`config.mk`:
```
export PLATFORM = sky130hd
export DESIGN_NAME = gpio_regbank
export DESIGN_NICKNAME = d
export VERILOG_FILES = /design/src/rtl/gpio_regbank_pkg.sv /design/src/rtl/gpio_fsel_store.sv /design/src/rtl/gpio_level_bank.sv /design/src/rtl/gpio_pull_regs.sv /design/src/rtl/gpio_regbank.sv
export SDC_FILE = /design/constraint.sdc
export NUM_CORES = 1
export LEC_CHECK = 0
export ABC_CLOCK_PERIOD_IN_PS = 2000
export BUFFER_PORTS_ARGS = -buffer_cell sky130_fd_sc_hd__buf_2
export CAP_MARGIN = 40
export CELL_PAD_IN_SITES_DETAIL_PLACEMENT = 1
export CELL_PAD_IN_SITES_GLOBAL_PLACEMENT = 1
export CORE_MARGIN = 5
export CORE_UTILIZATION = 50
export CTS_CLUSTER_DIAMETER = 120
export DETAILED_ROUTE_END_ITERATION = 8
export GPL_ROUTABILITY_DRIVEN = 0
export PLACE_DENSITY_LB_ADDON = 0.1
export REMOVE_ABC_BUFFERS = 1
export SLEW_MARGIN = 20
export SYNTH_ARGS = -nofsm -noshare
export SYNTH_HDL_FRONTEND = slang
export SYNTH_SLANG_ARGS = --single-unit
```
`constraint.sdc`:
```
create_clock -name clk -period 2 [get_ports clk]
set_input_delay 0.4 -clock clk [delete_from_list [all_inputs] [get_ports clk]]
set_output_delay 0.4 -clock clk [all_outputs]
set_load 0.01 [all_outputs]
```
`src/rtl/gpio_regbank_pkg.sv`:
```
package gpio_regbank_pkg;

    localparam int DATA_W   = 32;
    localparam int ADDR_W   = 6;
    localparam int FSEL_W   = 3;
    localparam int NUM_PULL = 4;

    // word addresses of the register map
    localparam int A_SET_BASE  = 7;
    localparam int A_CLR_BASE  = 10;
    localparam int A_LEV_BASE  = 13;
    localparam int A_RSVD_LO   = 16;
    localparam int A_RSVD_HI   = 35;
    localparam int A_PULL_BASE = 57;

    typedef enum logic [FSEL_W-1:0] {
        FN_INPUT  = 3'd0,
        FN_OUTPUT = 3'd1,
        FN_ALT5   = 3'd2,
        FN_ALT4   = 3'd3,
        FN_ALT0   = 3'd4,
        FN_ALT1   = 3'd5,
        FN_ALT2   = 3'd6,
        FN_ALT3   = 3'd7
    } fn_code_e;

    localparam logic [NUM_PULL-1:0][DATA_W-1:0] PULL_RESET = {
        32'h0005_5555, 32'h50AA_A95A, 32'hA0AA_AAAA, 32'hAAA9_5555
    };

    typedef struct packed {
        logic       fsel;
        logic       set;
        logic       clr;
        logic       lev;
        logic       rsvd;
        logic       pull;
        logic       unmapped;
        logic [2:0] idx;
    } dec_t;

endpackage

```
`src/rtl/gpio_fsel_store.sv`:
```
module gpio_fsel_store #(
    parameter int NUM_PINS  = 54,
    parameter int FSEL_W    = 3,
    parameter int PER_WORD  = 10,
    parameter int DATA_W    = 32,
    localparam int NUM_WORDS = (NUM_PINS + PER_WORD - 1) / PER_WORD,
    localparam int IDX_W     = $clog2(NUM_WORDS)
) (
    input  logic                                  clk,
    input  logic                                  rst_n,
    input  logic                                  we,
    input  logic [IDX_W-1:0]                      widx,
    input  logic [DATA_W-1:0]                     wdata,
    output logic [NUM_PINS-1:0][FSEL_W-1:0]       codes,
    output logic [NUM_WORDS-1:0][DATA_W-1:0]      rd_words,
    output logic [NUM_PINS-1:0]                   is_out
);

    typedef struct packed {
        logic [NUM_PINS-1:0][FSEL_W-1:0] code;
    } fsel_st_t;

    fsel_st_t st_d, st_q;

    localparam logic [FSEL_W-1:0] OUT_CODE = FSEL_W'(1);

    always_comb begin
        st_d = st_q;
        for (int p = 0; p < NUM_PINS; p++) begin
            if (we && (p / PER_WORD) == int'(widx)) begin
                st_d.code[p] = wdata[(p % PER_WORD) * FSEL_W +: FSEL_W];
            end
        end
    end

    always_ff @(posedge clk or negedge rst_n) begin
        if (!rst_n) st_q <= '0;
        else        st_q <= st_d;
    end

    always_comb begin
        rd_words = '0;
        for (int w = 0; w < NUM_WORDS; w++) begin
            for (int i = 0; i < PER_WORD; i++) begin
                if (w * PER_WORD + i < NUM_PINS) begin
                    rd_words[w][i * FSEL_W +: FSEL_W] = st_q.code[w * PER_WORD + i];
                end
            end
        end
    end

    always_comb begin
        for (int p = 0; p < NUM_PINS; p++) begin
            is_out[p] = (st_q.code[p] == OUT_CODE);
        end
    end

    assign codes = st_q.code;

endmodule

```
`src/rtl/gpio_level_bank.sv`:
```
module gpio_level_bank #(
    parameter int W = 32
) (
    input  logic         clk,
    input  logic         rst_n,
    input  logic         set_we,
    input  logic         clr_we,
    input  logic [W-1:0] wdata,
    input  logic [W-1:0] is_out,
    output logic [W-1:0] lev,
    output logic [W-1:0] drive
);

    typedef struct packed {
        logic [W-1:0] lev;
        logic [W-1:0] drv;
    } bank_st_t;

    bank_st_t st_d, st_q;

    always_comb begin
        st_d = st_q;
        if (set_we) begin
            st_d.drv = st_q.drv | (wdata & ~st_q.lev & is_out);
            st_d.lev = st_q.lev | wdata;
        end else if (clr_we) begin
            st_d.drv = st_q.drv & ~(wdata & st_q.lev & is_out);
            st_d.lev = st_q.lev & ~wdata;
        end
    end

    always_ff @(posedge clk or negedge rst_n) begin
        if (!rst_n) st_q <= '0;
        else        st_q <= st_d;
    end

    assign lev   = st_q.lev;
    assign drive = st_q.drv;

endmodule

```
`src/rtl/gpio_pull_regs.sv`:
```
module gpio_pull_regs #(
    parameter int NUM    = 4,
    parameter int DATA_W = 32,
    parameter logic [NUM-1:0][DATA_W-1:0] RESET_VAL = '0,
    localparam int IDX_W = (NUM > 1) ? $clog2(NUM) : 1
) (
    input  logic                        clk,
    input  logic                        rst_n,
    input  logic                        we,
    input  logic [IDX_W-1:0]            widx,
    input  logic [DATA_W-1:0]           wdata,
    output logic [NUM-1:0][DATA_W-1:0]  words
);

    typedef struct packed {
        logic [NUM-1:0][DATA_W-1:0] w;
    } pull_st_t;

    pull_st_t st_d, st_q;

    always_comb begin
        st_d = st_q;
        for (int i = 0; i < NUM; i++) begin
            if (we && int'(widx) == i) st_d.w[i] = wdata;
        end
    end

    always_ff @(posedge clk or negedge rst_n) begin
        if (!rst_n) st_q <= RESET_VAL;
        else        st_q <= st_d;
    end

    assign words = st_q.w;

endmodule

```
`src/rtl/gpio_regbank.sv`:
```
module gpio_regbank
    import gpio_regbank_pkg::*;
#(
    parameter int NUM_PINS  = 54,
    parameter int PER_WORD  = 10,
    parameter int MUX_FIRST = 48,
    parameter int MUX_CNT   = 6,
    localparam int NUM_WORDS = (NUM_PINS + PER_WORD - 1) / PER_WORD,
    localparam int NUM_BANKS = (NUM_PINS + DATA_W - 1) / DATA_W,
    localparam int SEL_IDX_W = $clog2(NUM_WORDS)
) (
    input  logic                        clk,
    input  logic                        rst_n,
    input  logic                        req_valid,
    input  logic                        req_write,
    input  logic [ADDR_W-1:0]           req_addr,
    input  logic [DATA_W-1:0]           req_wdata,
    output logic [DATA_W-1:0]           rsp_rdata,
    output logic                        rsp_err,
    output logic [NUM_PINS-1:0]         pin_out,
    output logic [MUX_CNT*FSEL_W-1:0]   mux_fsel
);

    typedef struct packed {
        logic [DATA_W-1:0] rdata;
        logic              err;
    } rsp_st_t;

    rsp_st_t rsp_d, rsp_q;
    dec_t    dec;

    logic [NUM_PINS-1:0][FSEL_W-1:0]   codes;
    logic [NUM_WORDS-1:0][DATA_W-1:0]  fsel_words;
    logic [NUM_PINS-1:0]               is_out;
    logic [NUM_BANKS-1:0][DATA_W-1:0]  lev_words;
    logic [NUM_PULL-1:0][DATA_W-1:0]   pull_words;

    // address decode
    always_comb begin
        int a;
        a   = int'(req_addr);
        dec = '0;
        if (a < NUM_WORDS) begin
            dec.fsel = 1'b1;
            dec.idx  = 3'(a);
        end else if (a >= A_SET_BASE && a < A_SET_BASE + NUM_BANKS) begin
            dec.set = 1'b1;
            dec.idx = 3'(a - A_SET_BASE);
        end else if (a >= A_CLR_BASE && a < A_CLR_BASE + NUM_BANKS) begin
            dec.clr = 1'b1;
            dec.idx = 3'(a - A_CLR_BASE);
        end else if (a >= A_LEV_BASE && a < A_LEV_BASE + NUM_BANKS) begin
            dec.lev = 1'b1;
            dec.idx = 3'(a - A_LEV_BASE);
        end else if (a >= A_RSVD_LO && a <= A_RSVD_HI) begin
            dec.rsvd = 1'b1;
        end else if (a >= A_PULL_BASE && a < A_PULL_BASE + NUM_PULL) begin
            dec.pull = 1'b1;
            dec.idx  = 3'(a - A_PULL_BASE);
        end else begin
            dec.unmapped = 1'b1;
        end
    end

    gpio_fsel_store #(
        .NUM_PINS (NUM_PINS),
        .FSEL_W   (FSEL_W),
        .PER_WORD (PER_WORD),
        .DATA_W   (DATA_W)
    ) fsel_i (
        .clk      (clk),
        .rst_n    (rst_n),
        .we       (req_valid && req_write && dec.fsel),
        .widx     (dec.idx[SEL_IDX_W-1:0]),
        .wdata    (req_wdata),
        .codes    (codes),
        .rd_words (fsel_words),
        .is_out   (is_out)
    );

    for (genvar b = 0; b < NUM_BANKS; b++) begin : g_bank
        localparam int LO = b * DATA_W;
        localparam int W  = (NUM_PINS - LO > DATA_W) ? DATA_W : NUM_PINS - LO;

        logic [W-1:0] lev_b;
        logic [W-1:0] drv_b;

        gpio_level_bank #(.W(W)) bank_i (
            .clk    (clk),
            .rst_n  (rst_n),
            .set_we (req_valid && req_write && dec.set && int'(dec.idx) == b),
            .clr_we (req_valid && req_write && dec.clr && int'(dec.idx) == b),
            .wdata  (req_wdata[W-1:0]),
            .is_out (is_out[LO +: W]),
            .lev    (lev_b),
            .drive  (drv_b)
        );

        assign lev_words[b]   = DATA_W'(lev_b);
        assign pin_out[LO +: W] = drv_b;
    end

    gpio_pull_regs #(
        .NUM       (NUM_PULL),
        .DATA_W    (DATA_W),
        .RESET_VAL (PULL_RESET)
    ) pull_i (
        .clk   (clk),
        .rst_n (rst_n),
        .we    (req_valid && req_write && dec.pull),
        .widx  (dec.idx[$clog2(NUM_PULL)-1:0]),
        .wdata (req_wdata),
        .words (pull_words)
    );

    // response path
    always_comb begin
        rsp_d = '0;
        if (req_valid && !req_write) begin
            if (dec.fsel)      rsp_d.rdata = fsel_words[dec.idx[SEL_IDX_W-1:0]];
            else if (dec.lev)  rsp_d.rdata = lev_words[int'(dec.idx)];
            else if (dec.pull) rsp_d.rdata = pull_words[int'(dec.idx)];
        end
        rsp_d.err = req_valid && dec.unmapped;
    end

    always_ff @(posedge clk or negedge rst_n) begin
        if (!rst_n) rsp_q <= '0;
        else        rsp_q <= rsp_d;
    end

    assign rsp_rdata = rsp_q.rdata;
    assign rsp_err   = rsp_q.err;
    assign mux_fsel  = codes[MUX_FIRST +: MUX_CNT];

endmodule

```
Word level (Yosys, flattened, before mapping)
Index checks and enable logic that the tools add are counted.

$add $sub $neg: 4. $lt $le $gt $ge: 14. Eq/ne operators: 63. Multiplexer cells: 31. Bitwise operators: 22. Reductions and logical operators: 31.

Operators by type and width (count): $mux 32 (8); $and 32x32->32 (6); $eq 3x1->1 const B (54); $and 22x22->22 (6); $mux 64 (2); $bmux 32 s3 (1); $not 32->32 (3); $mux 44 (2); $not 22->22 (3); $bmux 32 s2 (1); $or 32x32->32 (2); $or 22x22->22 (2); $logic_and 1x1->1 (26); $lt 6x4->1 const B (3); $mux 3 (6); $eq 3x3->1 const A (4); $ge 6x4->1 const B (2); $mux 5 (2); $mux 1 (7); $ge 6x3->1 const B (1); $ge 6x5->1 const B (1); $ge 6x6->1 const B (1); $le 6x6->1 const B (1); $lt 6x3->1 const B (1); 17 further kinds (20).

Bits in registers: 431. Bits of input ports: 42. Output and inout port bits: 105. Logic and storage cells: 229.

Depth between registers and ports, before layout
Depth in word-level cells: 14. Gate-level depth with buffers: 14. Mapped depth without buffers: 9.

Cells and area by module
Synthesis repeated with hierarchy kept, for this count alone.

Cell total of the unflattened synthesis: 1942. Area, all modules: 22247.6 um^2.

Modules (own cells, without submodules): gpio_fsel_store (instances 1, cells an instance 593, area each 7951.4 um^2, seq. area each 4053.9 um^2); gpio_pull_regs (instances 1, cells an instance 272, area each 4812.1 um^2, seq. area each 3270.6 um^2); gpio_regbank (instances 1, cells an instance 569, area each 4589.4 um^2, seq. area each 825.8 um^2); gpio_level_bank at g_bank[0].bank_i (instances 1, cells an instance 301, area each 2899.0 um^2, seq. area each 1601.5 um^2); gpio_level_bank at g_bank[1].bank_i (instances 1, cells an instance 207, area each 1995.7 um^2, seq. area each 1101.1 um^2).

Worst setup path after synthesis
No wires, ideal clock.

Kind: input-to-reg. Start: input req_addr[1]. End: register fsel_i.st_q (netlist bit fsel_i.codes[0]). Library setup time: 0.125 ns. Arrival: 2.939 ns. Required time: 1.875 ns. Path slack: -1.064 ns. Stages: 12. Path buffers: 4. Cell sequence: buf_2 > inv_1 > ha_1 > buf_2 > nand2b_1 > o211ai_1 > a21oi_4 > or2_2 > buf_6 > nor3_1 > buf_2 > mux2_2.

Cells in the longest elaborated chain, start to end: 10. Elaborated cells between the ends (all ways): 30. Classes of those cells: add/sub (4); order compare (11); mux (7); reduce/logical (8).

RTL lines: start, declared (line gpio_regbank.sv:16) `input logic [ADDR_W-1:0] req_addr,`; $ge 6x6->1 or $lt 6x6->1 (tied branches) (line gpio_regbank.sv:57) `end else if (a >= A_PULL_BASE && a < A_PULL_BASE + NUM_PULL) begin`; $logic_and 1x1->1 (line gpio_regbank.sv:57); $mux 3 (line gpio_regbank.sv:57); $mux 5 (line gpio_regbank.sv:55) `end else if (a >= A_RSVD_LO && a <= A_RSVD_HI) begin`; $mux 3 (line gpio_regbank.sv:52) `end else if (a >= A_LEV_BASE && a < A_LEV_BASE + NUM_BANKS) begin`; $mux 3 (line gpio_regbank.sv:49) `end else if (a >= A_CLR_BASE && a < A_CLR_BASE + NUM_BANKS) begin`; $mux 3 (line gpio_regbank.sv:46) `end else if (a >= A_SET_BASE && a < A_SET_BASE + NUM_BANKS) begin`; $mux 3 (line gpio_regbank.sv:43) `if (a < NUM_WORDS) begin`; $logic_not 3->1 (line gpio_fsel_store.sv:30) `if (we && (p / PER_WORD) == int'(widx)) begin`; $logic_and 1x1->1 * (line gpio_fsel_store.sv:30); end signal, assigned (line gpio_fsel_store.sv:38) `else st_q <= st_d;`; end, declared (line gpio_fsel_store.sv:23) `fsel_st_t st_d, st_q;`.

Mark *: on every way between the ends. The rest lies on a longest branch, timed or not. A chain may end at the register's enable or synchronous reset.

==> impl_metrics.json <==
{
  "maxSlewHeadroom_pct": 46.1,
  "rows": 75,
  "clk_path_buf_depth": 3,
  "fp.dieW_um": 217,
  "wl_per_cell_um": 37.2,
  "peakVddDrop_mv": 0.675,
  "die_height_um": 217,
  "fin_util_pct": 68.9,
  "maxClockFrequency_mhz": 355,
  "finClkSkew_ns": 0.0430,
  "synth_mux_area_share_pct": 21.7,
  "synthArstFlopShare_pct": 100,
  "total_power_mw": 22.9,
  "grt_first_pass_wirelength_mm": 127,
  "dp.final_hpwl_mm": 50.9,
  "yosysTopAreaCell": "dfrtp_1",
  "synthXorXnorAreaFrac_pct": 0.0411,
  "drive_gt1_share_pct": 50.8,
  "antenna_found_initial": 5,
  "clock_latency_ns": 0.64,
  "power.internal_mw": 16.5,
  "hold_slack_ns": 0.169,
  "synth_warnings": 0,
  "fin_cells": 2711,
  "dp_cells": 2527,
  "gr-total-overflow": 0,
  "layout.nets": 2177,
  "ant_nets": 0,
  "path_clk_slew_ns": 0.07,
  "area_growth_syn_to_layout_pct": 35.7,
  "worst_pin_slew_ns": 0.807,
  "slowest_delay_ns": 0.46,
  "setup_violations": 430,
  "yosysTopAreaCellShare_pct": 44.2,
  "syn_area_um2": 21300,
  "ys_ff_latch": 431,
  "finish.instance_area_um2": 29000,
  "cts_num_sinks": 431,
  "routed_wl_mm": 101,
  "p_switching_mw": 6.41,
  "violations": "setup timing",
  "drtIter0Drc": 2393,
  "syn_avg_cell_area_um2": 11.9,
  "maxCapViolCount": 0,
  "period_share_pct": 141,
  "maxSlewViolCount": 0,
  "seqPwrFrac_pct": 43.4,
  "synth-simple-area-share_pct": 8.22,
  "worstPathCellList": "buf_8 -> clkinvlp_4 -> buf_12 -> ha_4 -> nand2b_4 -> o211ai_1 -> buf_4 -> buf_6 -> and4_4 -> buf_6 -> o21ai_0 -> a31oi_1 -> o21ai_0 -> a211oi_2",
  "grt_max_degree": 60,
  "seq_area_frac_synth_pct": 50.9,
  "layout_min_cycle_time_ns": 2.82,
  "crit_fanout": 12,
  "io-pin-count": 147,
  "vias_per_cell": 7.10,
  "synth-main-ff-cell": "dfrtp_1",
  "cts_tree": "done",
  "crit_slowest_cell": "a31oi_1",
  "h-tree-depth": 2,
  "rsz0062_at_grt": "yes",
  "hold_class": "in -> reg",
  "status": "finished, violations left",
  "power_per_cell_area_nw_per_um2": 790,
  "synthDistinctLibCells": 74,
  "core_area_um2": 42000,
  "cp-end-kind": "flip-flop",
  "num_vias": 19200,
  "synth_top_family_by_area": "multiplexers",
  "hold_viol": 0,
  "arrival_ns": 3.33,
  "cts_buffers": 48,
  "cp.required_ns": 2.51,
  "critPathKind": "in -> reg",
  "layout_setup_ws_ns": -0.819,
  "track_usage_pct": 35.6,
  "combinationalPowerShare_pct": 14.3,
  "clockRootBuffer": "clkbuf_16",
  "synth_edf_count": 0,
  "netlist_top_cells_area": "dfrtp_1 44%, mux2_2 16%, dfstp_2 6.7%",
  "tns_ns": -238.42,
  "synth_adder_area_share_pct": 0.235,
  "drc": 0,
  "initial_core_util_pct": 50.7,
  "placedInstanceArea_um2": 24200,
  "start_kind": "input port",
  "switching_share_pct": 28.0,
  "synthCells": 1792,
  "io_buffers": 146,
  "grt_pass1_vias": 19500,
  "synth_compound_area_share_pct": 13.9,
  "p_leak_nw": 13.8,
  "p_clk_share_pct": 42.3,
  "design.die.area_um2": 46900,
  "dp_slack_ns": -1.39,
  "first_pass_iters": 6
}
[final cells by class]
type | instances | area [µm²]
inverters | 59 | 225
clock inverters | 22 | 297
multi-input cells | 1137 | 10900
fillers | 3986 | 13100
diodes | 1 | 2.50
flip-flops and latches | 431 | 10900
well taps | 539 | 674
repair buffers | 454 | 4640
clock buffers | 68 | 1380
[cells in the final DEF (no fill, tap or decap), types with 7 or more instances in the layout]
cell type | synthesis | final
nor3_4 | 0 | 8
nand2_4 | 0 | 22
a211oi_2 | 7 | 13
a21oi_2 | 0 | 16
o21ai_0 | 36 | 32
a21oi_1 | 84 | 68
a31oi_1 | 29 | 23
nand2_1 | 168 | 135
nand4_1 | 10 | 10
mux2i_1 | 50 | 42
nand3_1 | 18 | 14
mux2_4 | 30 | 148
clkbuf_1 | 70 | 10
clkinv_2 | 0 | 12
o221ai_1 | 10 | 7
clkbuf_8 | 0 | 10
inv_1 | 59 | 58
buf_8 | 0 | 11
o32ai_1 | 10 | 10
dfrtp_1 | 377 | 377
buf_12 | 0 | 65
buf_16 | 0 | 11
nand2_2 | 1 | 9
a22oi_1 | 18 | 14
clkbuf_16 | 0 | 62
buf_6 | 9 | 48
mux2_1 | 29 | 10
a41oi_2 | 0 | 10
buf_4 | 30 | 159
nor3_1 | 17 | 10
nor2_1 | 39 | 33
mux2_2 | 297 | 198
a41o_1 | 54 | 54
dfstp_2 | 54 | 54
nor3b_1 | 54 | 54
buf_2 | 52 | 143
o211a_1 | 20 | 20
a41oi_1 | 55 | 43
[power by group through the flow]
stage / Clock, mW / Sequential [mW] / Combinational, mW
floorplan: 0 / 9.81 / 1.18
global placement: 0 / 9.90 / 2.37
detailed placement: 0 / 9.95 / 2.47
CTS: 9.53 / 9.81 / 2.63
global route: 10.1 / 9.96 / 3.38
finish: 9.67 / 9.93 / 3.28
[worst paths after layout]
path	startpoint	to	slack [ns]	cells past startpoint
min in group asynchronous	rst_n	asynchronous set/reset pin	0.36	2
worst max register to register	fsel_i.codes[78]	g_bank[0].bank_i.drive[26]	0.28	3
worst min register to register	flip-flop	g_bank[0].bank_i.drive[14]	0.48	1
worst min-delay path	req_wdata[31]	pull_i.words[127]	0.17	2
max in group asynchronous	rst_n	pull_i.words[49]	0.75	3
worst max-delay path	req_addr[1]	rsp_rdata[5]	-0.82	14
[per-layer routing]
layer  vias to the layer above  track usage [%]  routed length (µm)
met5                         -                0                  43
met4                         6             14.1                8310
met3                       588             7.87               10200
met2                      1492             57.7               45500
met1                      9847             46.8               36800
li1                       7311                -                   -
[kinds of logic (layout without fill, tap and decap cells)]
kind of cell | after synthesis | after routing
flip-flops | 431 | 431
multiplexers | 406 | 406
AO/OA/AOI/OAI | 382 | 382
AND/OR/NAND/NOR | 344 | 344
buffers and inverters | 224 | 603
adder cells (fa/ha/maj) | 4 | 4
XOR/XNOR | 1 | 1
other | 0 | 1
[worst max-delay path: cells and delay by family]
family,cells,cell delay [ns]
AO/OA/AOI/OAI,5,1.41
adder cells (fa/ha/maj),1,0.18
AND/OR/NAND/NOR,2,0.42
buffers and inverters,6,0.92
[cell usage after synthesis (8+ instances only)]
cell / count
buf_2: 52
a31oi_1: 29
nand2_1: 168
a21oi_1: 84
nor2_1: 39
o31ai_1: 8
dfstp_2: 54
a41oi_1: 55
mux2_2: 297
mux2i_1: 50
mux2_1: 29
nor3b_1: 54
a211oi_1: 13
a41o_1: 54
o32ai_1: 10
inv_1: 59
clkbuf_1: 70
o211a_1: 20
nor3_1: 17
dfrtp_1: 377
buf_4: 30
nand3_1: 18
nand4_1: 10
o221ai_1: 10
o21ai_0: 36
mux2_4: 30
a22oi_1: 18
buf_6: 9
[timing repair]
action / in CTS / in global routing
pin swaps: 43 / 65
setup endpoints to repair: 430 / 430
hold buffers: 1 / 0
gates resized for setup: 117 / 328
endpoints found under the hold margin: 29 / 0
cloned: 16 / 16
buffers inserted: 34 / 39
(Power assumes the default switching activity.)
